$ cat src/rtl/tmr_pkg.sv
package tmr_pkg;
    localparam int NCH  = 3;
    localparam int BW   = 8;
    localparam int CW   = 2 * BW;
    localparam logic [1:0] CTRL_ADDR = 2'd3;

    typedef enum logic [1:0] {
        ACC_SNAP = 2'd0,
        ACC_LO   = 2'd1,
        ACC_HI   = 2'd2,
        ACC_WORD = 2'd3
    } acc_e;

    // count snapshot pending state; values line up with acc_e
    typedef enum logic [1:0] {
        SNP_NONE = 2'd0,
        SNP_LO   = 2'd1,
        SNP_HI   = 2'd2,
        SNP_WORD = 2'd3
    } snap_e;

    typedef struct packed {
        acc_e       acc;
        logic [2:0] mode;
        logic       bcd;
    } chan_cfg_t;

    localparam chan_cfg_t CFG_RESET = '{acc: ACC_WORD, mode: 3'd0, bcd: 1'b0};

    function automatic logic [BW-1:0] status_of(logic lvl, chan_cfg_t c);
        return {lvl, 1'b0, c.acc, c.mode, c.bcd};
    endfunction
endpackage

$ cat src/rtl/tmr_ctrl_decode.sv
module tmr_ctrl_decode
    import tmr_pkg::*;
(
    input  logic                 ctrl_we,
    input  logic [BW-1:0]        cw,
    output chan_cfg_t            cfg_new,
    output logic [NCH-1:0]       prog,
    output logic [NCH-1:0]       cnt_req,
    output logic [NCH-1:0]       stat_req
);
    logic [1:0] sel;
    logic [1:0] acc_f;
    logic       multi;

    assign sel   = cw[7:6];
    assign acc_f = cw[5:4];
    assign multi = (sel == 2'd3);

    always_comb begin
        cfg_new  = '{acc: acc_e'(acc_f), mode: cw[3:1], bcd: cw[0]};
        prog     = '0;
        cnt_req  = '0;
        stat_req = '0;
        for (int i = 0; i < NCH; i++) begin
            if (ctrl_we) begin
                if (multi) begin
                    if (cw[i+1]) begin
                        cnt_req[i]  = !cw[5];
                        stat_req[i] = !cw[4];
                    end
                end else if (sel == 2'(i)) begin
                    if (acc_f == 2'd0) cnt_req[i] = 1'b1;
                    else               prog[i]    = 1'b1;
                end
            end
        end
    end
endmodule

$ cat src/rtl/tmr_chan_port.sv
module tmr_chan_port
    import tmr_pkg::*;
(
    input  logic           clk,
    input  logic           rst,
    input  logic           prog,
    input  chan_cfg_t      cfg_new,
    input  logic           cnt_req,
    input  logic           stat_req,
    input  logic           wr,
    input  logic           rd,
    input  logic [BW-1:0]  wdata,
    input  logic [CW-1:0]  live,
    input  logic           lvl,
    output logic           load_stb,
    output logic [CW-1:0]  load_val,
    output logic [BW-1:0]  rd_byte
);
    chan_cfg_t      cfg;
    logic           wr_hi, rd_hi;
    logic [BW-1:0]  hold_lo;
    snap_e          snap;
    logic [CW-1:0]  snap_val;
    logic           st_pend;
    logic [BW-1:0]  st_val;

    always_comb begin
        if (st_pend)
            rd_byte = st_val;
        else if (snap != SNP_NONE)
            rd_byte = (snap == SNP_HI) ? snap_val[CW-1:BW] : snap_val[BW-1:0];
        else begin
            case (cfg.acc)
                ACC_HI:   rd_byte = live[CW-1:BW];
                ACC_WORD: rd_byte = rd_hi ? live[CW-1:BW] : live[BW-1:0];
                default:  rd_byte = live[BW-1:0];
            endcase
        end
    end

    always_ff @(posedge clk) begin
        if (rst) begin
            cfg      <= CFG_RESET;
            wr_hi    <= 1'b0;
            rd_hi    <= 1'b0;
            hold_lo  <= '0;
            snap     <= SNP_NONE;
            snap_val <= '0;
            st_pend  <= 1'b0;
            st_val   <= '0;
            load_stb <= 1'b0;
            load_val <= '0;
        end else begin
            load_stb <= 1'b0;
            if (rd) begin
                if (st_pend)
                    st_pend <= 1'b0;
                else if (snap != SNP_NONE)
                    snap <= (snap == SNP_WORD) ? SNP_HI : SNP_NONE;
                else if (cfg.acc == ACC_WORD)
                    rd_hi <= !rd_hi;
            end
            if (wr) begin
                case (cfg.acc)
                    ACC_LO: begin
                        load_stb <= 1'b1;
                        load_val <= {{BW{1'b0}}, wdata};
                    end
                    ACC_HI: begin
                        load_stb <= 1'b1;
                        load_val <= {wdata, {BW{1'b0}}};
                    end
                    ACC_WORD: begin
                        if (wr_hi) begin
                            load_stb <= 1'b1;
                            load_val <= {wdata, hold_lo};
                        end else begin
                            hold_lo <= wdata;
                        end
                        wr_hi <= !wr_hi;
                    end
                    default: ;
                endcase
            end
            if (prog) begin
                cfg   <= cfg_new;
                wr_hi <= 1'b0;
                rd_hi <= 1'b0;
            end
            if (cnt_req && snap == SNP_NONE) begin
                snap     <= snap_e'(cfg.acc);
                snap_val <= live;
            end
            if (stat_req && !st_pend) begin
                st_pend <= 1'b1;
                st_val  <= status_of(lvl, cfg);
            end
        end
    end
endmodule

$ cat src/rtl/tmr_host_port.sv
module tmr_host_port
    import tmr_pkg::*;
(
    input  logic                 clk,
    input  logic                 rst,
    input  logic [1:0]           addr,
    input  logic                 wr_en,
    input  logic                 rd_en,
    input  logic [7:0]           wdata,
    output logic [7:0]           rdata,
    input  logic [NCH*CW-1:0]    live_cnt,
    input  logic [NCH-1:0]       out_lvl,
    output logic [NCH-1:0]       load_stb,
    output logic [NCH*CW-1:0]    load_val
);
    chan_cfg_t       cfg_new;
    logic [NCH-1:0]  prog, cnt_req, stat_req;
    logic [BW-1:0]   ch_byte [NCH];
    logic            ctrl_we;

    assign ctrl_we = wr_en && (addr == CTRL_ADDR);

    tmr_ctrl_decode i_dec (
        .ctrl_we  (ctrl_we),
        .cw       (wdata),
        .cfg_new  (cfg_new),
        .prog     (prog),
        .cnt_req  (cnt_req),
        .stat_req (stat_req)
    );

    for (genvar g = 0; g < NCH; g++) begin : g_ch
        tmr_chan_port i_ch (
            .clk      (clk),
            .rst      (rst),
            .prog     (prog[g]),
            .cfg_new  (cfg_new),
            .cnt_req  (cnt_req[g]),
            .stat_req (stat_req[g]),
            .wr       (wr_en && addr == 2'(g)),
            .rd       (rd_en && addr == 2'(g)),
            .wdata    (wdata),
            .live     (live_cnt[g*CW +: CW]),
            .lvl      (out_lvl[g]),
            .load_stb (load_stb[g]),
            .load_val (load_val[g*CW +: CW]),
            .rd_byte  (ch_byte[g])
        );
    end

    always_ff @(posedge clk) begin
        if (rst) begin
            rdata <= '0;
        end else if (rd_en) begin
            case (addr)
                2'd0:    rdata <= ch_byte[0];
                2'd1:    rdata <= ch_byte[1];
                2'd2:    rdata <= ch_byte[2];
                default: rdata <= '0;
            endcase
        end
    end
endmodule

$ cat config.mk
export PLATFORM = sky130hd
export DESIGN_NAME = tmr_host_port
export DESIGN_NICKNAME = d
export VERILOG_FILES = /design/src/rtl/tmr_pkg.sv /design/src/rtl/tmr_ctrl_decode.sv /design/src/rtl/tmr_chan_port.sv /design/src/rtl/tmr_host_port.sv
export SDC_FILE = /design/constraint.sdc
export NUM_CORES = 1
export LEC_CHECK = 0
export ABC_AREA = 0
export BUFFER_PORTS_ARGS = -buffer_cell sky130_fd_sc_hd__buf_4
export CORE_MARGIN = 1
export CORE_UTILIZATION = 48
export DETAILED_ROUTE_END_ITERATION = 8
export PLACE_DENSITY = 0.81
export SETUP_SLACK_MARGIN = 0.1
export SYNTH_ARGS = -nofsm -noshare
export SYNTH_HDL_FRONTEND = slang
export SYNTH_SLANG_ARGS = --single-unit
export TNS_END_PERCENT = 10
$ cat constraint.sdc
create_clock -name clk -period 2.1 [get_ports clk]
set_clock_uncertainty 0.1 [all_clocks]
set_input_delay 0.105 -clock clk [delete_from_list [all_inputs] [get_ports clk]]
set_output_delay 0.105 -clock clk [all_outputs]
set_load 0.01 [all_outputs]
==> summary.md <==
| Metric | Value |
|---|---|
| Root Driver | clkbuf_16 |
| Hold wc startpoint | wdata[7] |
| Status | finished clean |
| Die area | roughly 0.018 mm² |
| CTS tree | yes |
| Peak VDD IR | 553 µV |
| Post-CTS Setup Inserts | 0 |
| Clock Path Buffers | 2 |
| Worst path most repeated cell | buf_4 |
| Via count | slightly below 8k |
| Crit Path Class | primary input to flop |
| Proportion of layout cells with a drive suffix above 1 | 0.207 |
| H-tree depth | 4 |
| FF+latch area | ~0.0037 mm² |
| Hold WS | roughly 0.1 ns |
| Clock Latency Late Sink | between 0.4 and 0.5 ns |
| NetSw | approximately 1.8 mW |
| Synthesized flop and latch total | ~190 |
| Post-synthesis async set-or-reset flop share | 0 |
| Multi-input logic area | 0.00429 mm² |
| Max Freq | roughly 510 MHz |
| Commonest non-fill, non-tap cell in the layout | dfxtp_1 |
| FILL cells | about 1.4k |
| RD Place Congestion | 0.915 |
| First DRT Iteration DRCs | between 700 and 800 |
| Worst Setup Start Kind | primary input |
| Cell Area, Synth | 0.00832 mm² |
| Average cell area after synthesis | ~8.6 µm² |
| Nets | between 1k and 1.5k |
| I/O Buffers | around 120 |
| Slowest stage delay, CP | roughly 0.53 ns |
| Power Internal | around 5.7 mW |
| Num ports | between 100 and 150 |
| Horiz. Die Dim | ~130 µm |
| First-pass GRT wire length | about 37000 µm |
| Slew Viols, Final | 0 |
| Period minus WS final | ~2 ns |
| Largest net degree at the start of global routing | between 40 and 50 |
| CTS Buf Count | 17 |
| Clock slew seen by the registers of the worst setup and hold paths | 0.06 ns |
| DP Wirelength | ~15000 µm |
| Ordered cell list for the critical path | dlygate4sd3_1, buf_4, nand2_1, or3_4, nor3b_2, buf_4, mux2i_1, nor2_1 |
| Total core area | 0.0168 mm² |
| R2R setup slack | 0.17 ns |
| Hold Fails Final Rpt | 0 |
| Row cnt | 47 |
| Comb pwr share | 0.103 |
| Yosys warning count | 0 |
| Synth Flop Type | dfxtp_1 |
| Gr usage total | 0.259 |
| Clock power share | 0.419 |
| Post-DP Area | between 0.009 and 0.01 mm² |
| First-pass DRT Iterations | 5 |
| Clock Sinks | approximately 190 |
| PD cells | about 700 mW/mm² |
| Period utilization | 0.928 |
| EDFF count, synth | 0 |
| Final core occ | 0.645 |
| Final Setup Violations | 0 |
| Setup crit end kind | flop |
| Least-Margin Pin Slew | 0.536 ns |
| Drt drc | 0 |
| Most frequent cells in the layout | dfxtp_1 (180), buf_4 (159), nor2_1 (137), nand2_1 (92), mux2i_1 (89) |
| Sequential Power Share | 0.477 |
| Diodes inserted | 0 |
| CP required | 2.31 ns |
| GR Overflow Total | 0 |
| Initial antenna violation count | 1 |
| Worst reg2reg path startpoint | g_ch[1].i_ch.cfg[5] |
| Critical Path AT | between 2 and 2.5 ns |
| Seq/Total Area, Yosys | 0.445 |
| DRT antenna net count | 0 |
| Hold crit path type | primary input to flop |
| Final WL | about 23000 µm |
| Syn Inst Count | 968 |
| Number of cells on the worst hold path | 4 |
| P_leak | 4.05 nW |
| Post-route design area | around 0.011 mm² |
| FF-to-FF path depth | 5 |
| Library cells used by synthesis | 55 |
| RSZ-0062 raised after global routing | yes |
| RR Endpoint | g_ch[1].i_ch.load_stb |
| Starting density of the core | 0.496 |
| Die height | approximately 130 µm |
| Syn nets | between 1k and 1.5k |
| Hold Crit Endpoint | g_ch[2].i_ch.hold_lo[7] |
| Switch share | 0.241 |
| Worst-path fanout max | 18 |
| Drt wl/cell | 16.8 µm |
| Max_cap viols | 0 |
| Via-to-Cell Ratio | ~5.6 |
| Layout overhead on the synthesized area | 30.1% |
| Vias in the first global route | 7253 |
| Slowest cell on crit path | dlygate4sd3_1 |
| Worst slew margin | 0.642 |
-- cell type report --
type                    count  area share
clock buffers              20      0.0422
clock inverters            12      0.0113
inverters                  22     0.00764
multi-input cells         686       0.397
flip-flops and latches    185       0.343
well taps                 220      0.0255
repair buffers            225       0.173
-- flip-flops by register name, indices dropped and copies added, names as in the netlist --
signal and flops:
g_ch.i_ch.cfg 18, g_ch.i_ch.rd_hi 3, g_ch.i_ch.load_stb 3, g_ch.i_ch.snap 6, g_ch.i_ch.hold_lo 24, rdata 8
g_ch.i_ch.st_pend 3, g_ch.i_ch.st_val 21, g_ch.i_ch.wr_hi 3, g_ch.i_ch.snap_val 48, g_ch.i_ch.load_val 48
-- Yosys cell counts (2+ instances only) --
master       n  share of area
nor3_1      25          0.015
nand2b_1     5         0.0038
buf_2        9         0.0054
o22ai_1     18          0.014
a21o_1       4         0.0036
nor3b_2      3         0.0045
nand2_1     92          0.042
a211oi_1    16          0.014
inv_1       22         0.0099
a311oi_1     8         0.0084
mux2i_1     89           0.11
a221o_1     12          0.014
o21ai_0     47          0.028
buf_6        2         0.0027
a31oi_1      6         0.0045
o211ai_1     6         0.0054
o2111ai_1    2         0.0021
xor2_1       4         0.0042
a21oi_1     59          0.036
nor2b_1      3         0.0023
and3_1       4         0.0030
ha_1        14          0.021
a22oi_1      9         0.0081
a221oi_1     3         0.0032
or3b_2       3         0.0032
nand4_1      2         0.0015
buf_4       11         0.0099
dfxtp_1    185           0.45
a32oi_1      6         0.0063
buf_1        4         0.0018
nor4b_1      2         0.0021
nor4_1       6         0.0045
or2_2        3         0.0023
o221ai_1     4         0.0042
nor3b_1     17          0.015
nand3_1     54          0.033
clkbuf_1    48          0.022
nor2_1     142          0.064
mux2_2       3         0.0041
-- layer usage --
layer / part of all wire / track usage / vias to the layer above
li1: - / - / 3754
met2: 0.47 / 0.416 / 263
met3: 0.055 / 0.0415 / 54
met1: 0.44 / 0.342 / 3661
met5: 0 / 0 / -
met4: 0.028 / 0.118 / 0
-- critical path, delay by kind of cell --
family                 cells  cell delay [ns]
buffers and inverters      3             1.04
muxes                      1             0.21
and+or+nand+nor            4             0.79
-- power by group through the flow --
stage | Clock (mW) | Sequential, mW | Combinational [mW]
finish | 3.17 | 3.61 | 0.781
global route | 3.36 | 3.61 | 0.839
CTS | 3.20 | 3.61 | 0.756
detailed placement | 0 | 3.69 | 0.659
global placement | 0 | 3.68 | 0.649
floorplan | 0 | 3.69 | 0.362
-- kinds of logic (layout without fill, tap and decap cells) --
group | after synthesis | in the layout | share of synthesized area
and+or+nand+nor | 370 | 370 | 0.207
AOI/OAI and AO/OA | 204 | 204 | 0.156
DFF | 185 | 185 | 0.445
buffers and inverters | 97 | 279 | 0.0521
muxes | 93 | 93 | 0.113
adders and majority gates | 14 | 14 | 0.0211
xor gates and xnor gates | 5 | 5 | 0.00527
-- through the flow --
step	instances	total power, mW	setup WS, ns	setup TNS [ns]
final	1370	7.56	0.151	0
after global routing	1370	7.81	0.0665	0
after CTS	1370	7.57	0.0144	0
after detailed placement	1274	4.34	-0.0948	-0.771
after global placement	1274	4.33	0.0386	0
after floorplan	968	4.05	0.158	0
-- worst max path at each step --
stage	endpoint	startpoint	slack, ns	depth (start not counted)
floorplan	rdata[6]	g_ch[0].i_ch.cfg[5]	0.16	6
global placement	g_ch[0].i_ch.load_val[2]	g_ch[0].i_ch.cfg[4]	0.04	6
detailed placement	g_ch[0].i_ch.load_val[3]	g_ch[0].i_ch.cfg[4]	-0.09	6
CTS	rdata[6]	g_ch[0].i_ch.cfg[4]	0.01	6
global route	g_ch[2].i_ch.st_val[4]	wdata[6]	0.07	8
finish	g_ch[2].i_ch.st_val[4]	wdata[6]	0.15	8
-- timing repair --
action | in CTS | in global routing
hold endpoints to repair | 116 | 0
gates resized for setup | 1 | 27
hold buffers | 64 | 0
endpoints found under the setup margin | 38 | 72
No activity file was read; power rests on OpenSTA's default activity.
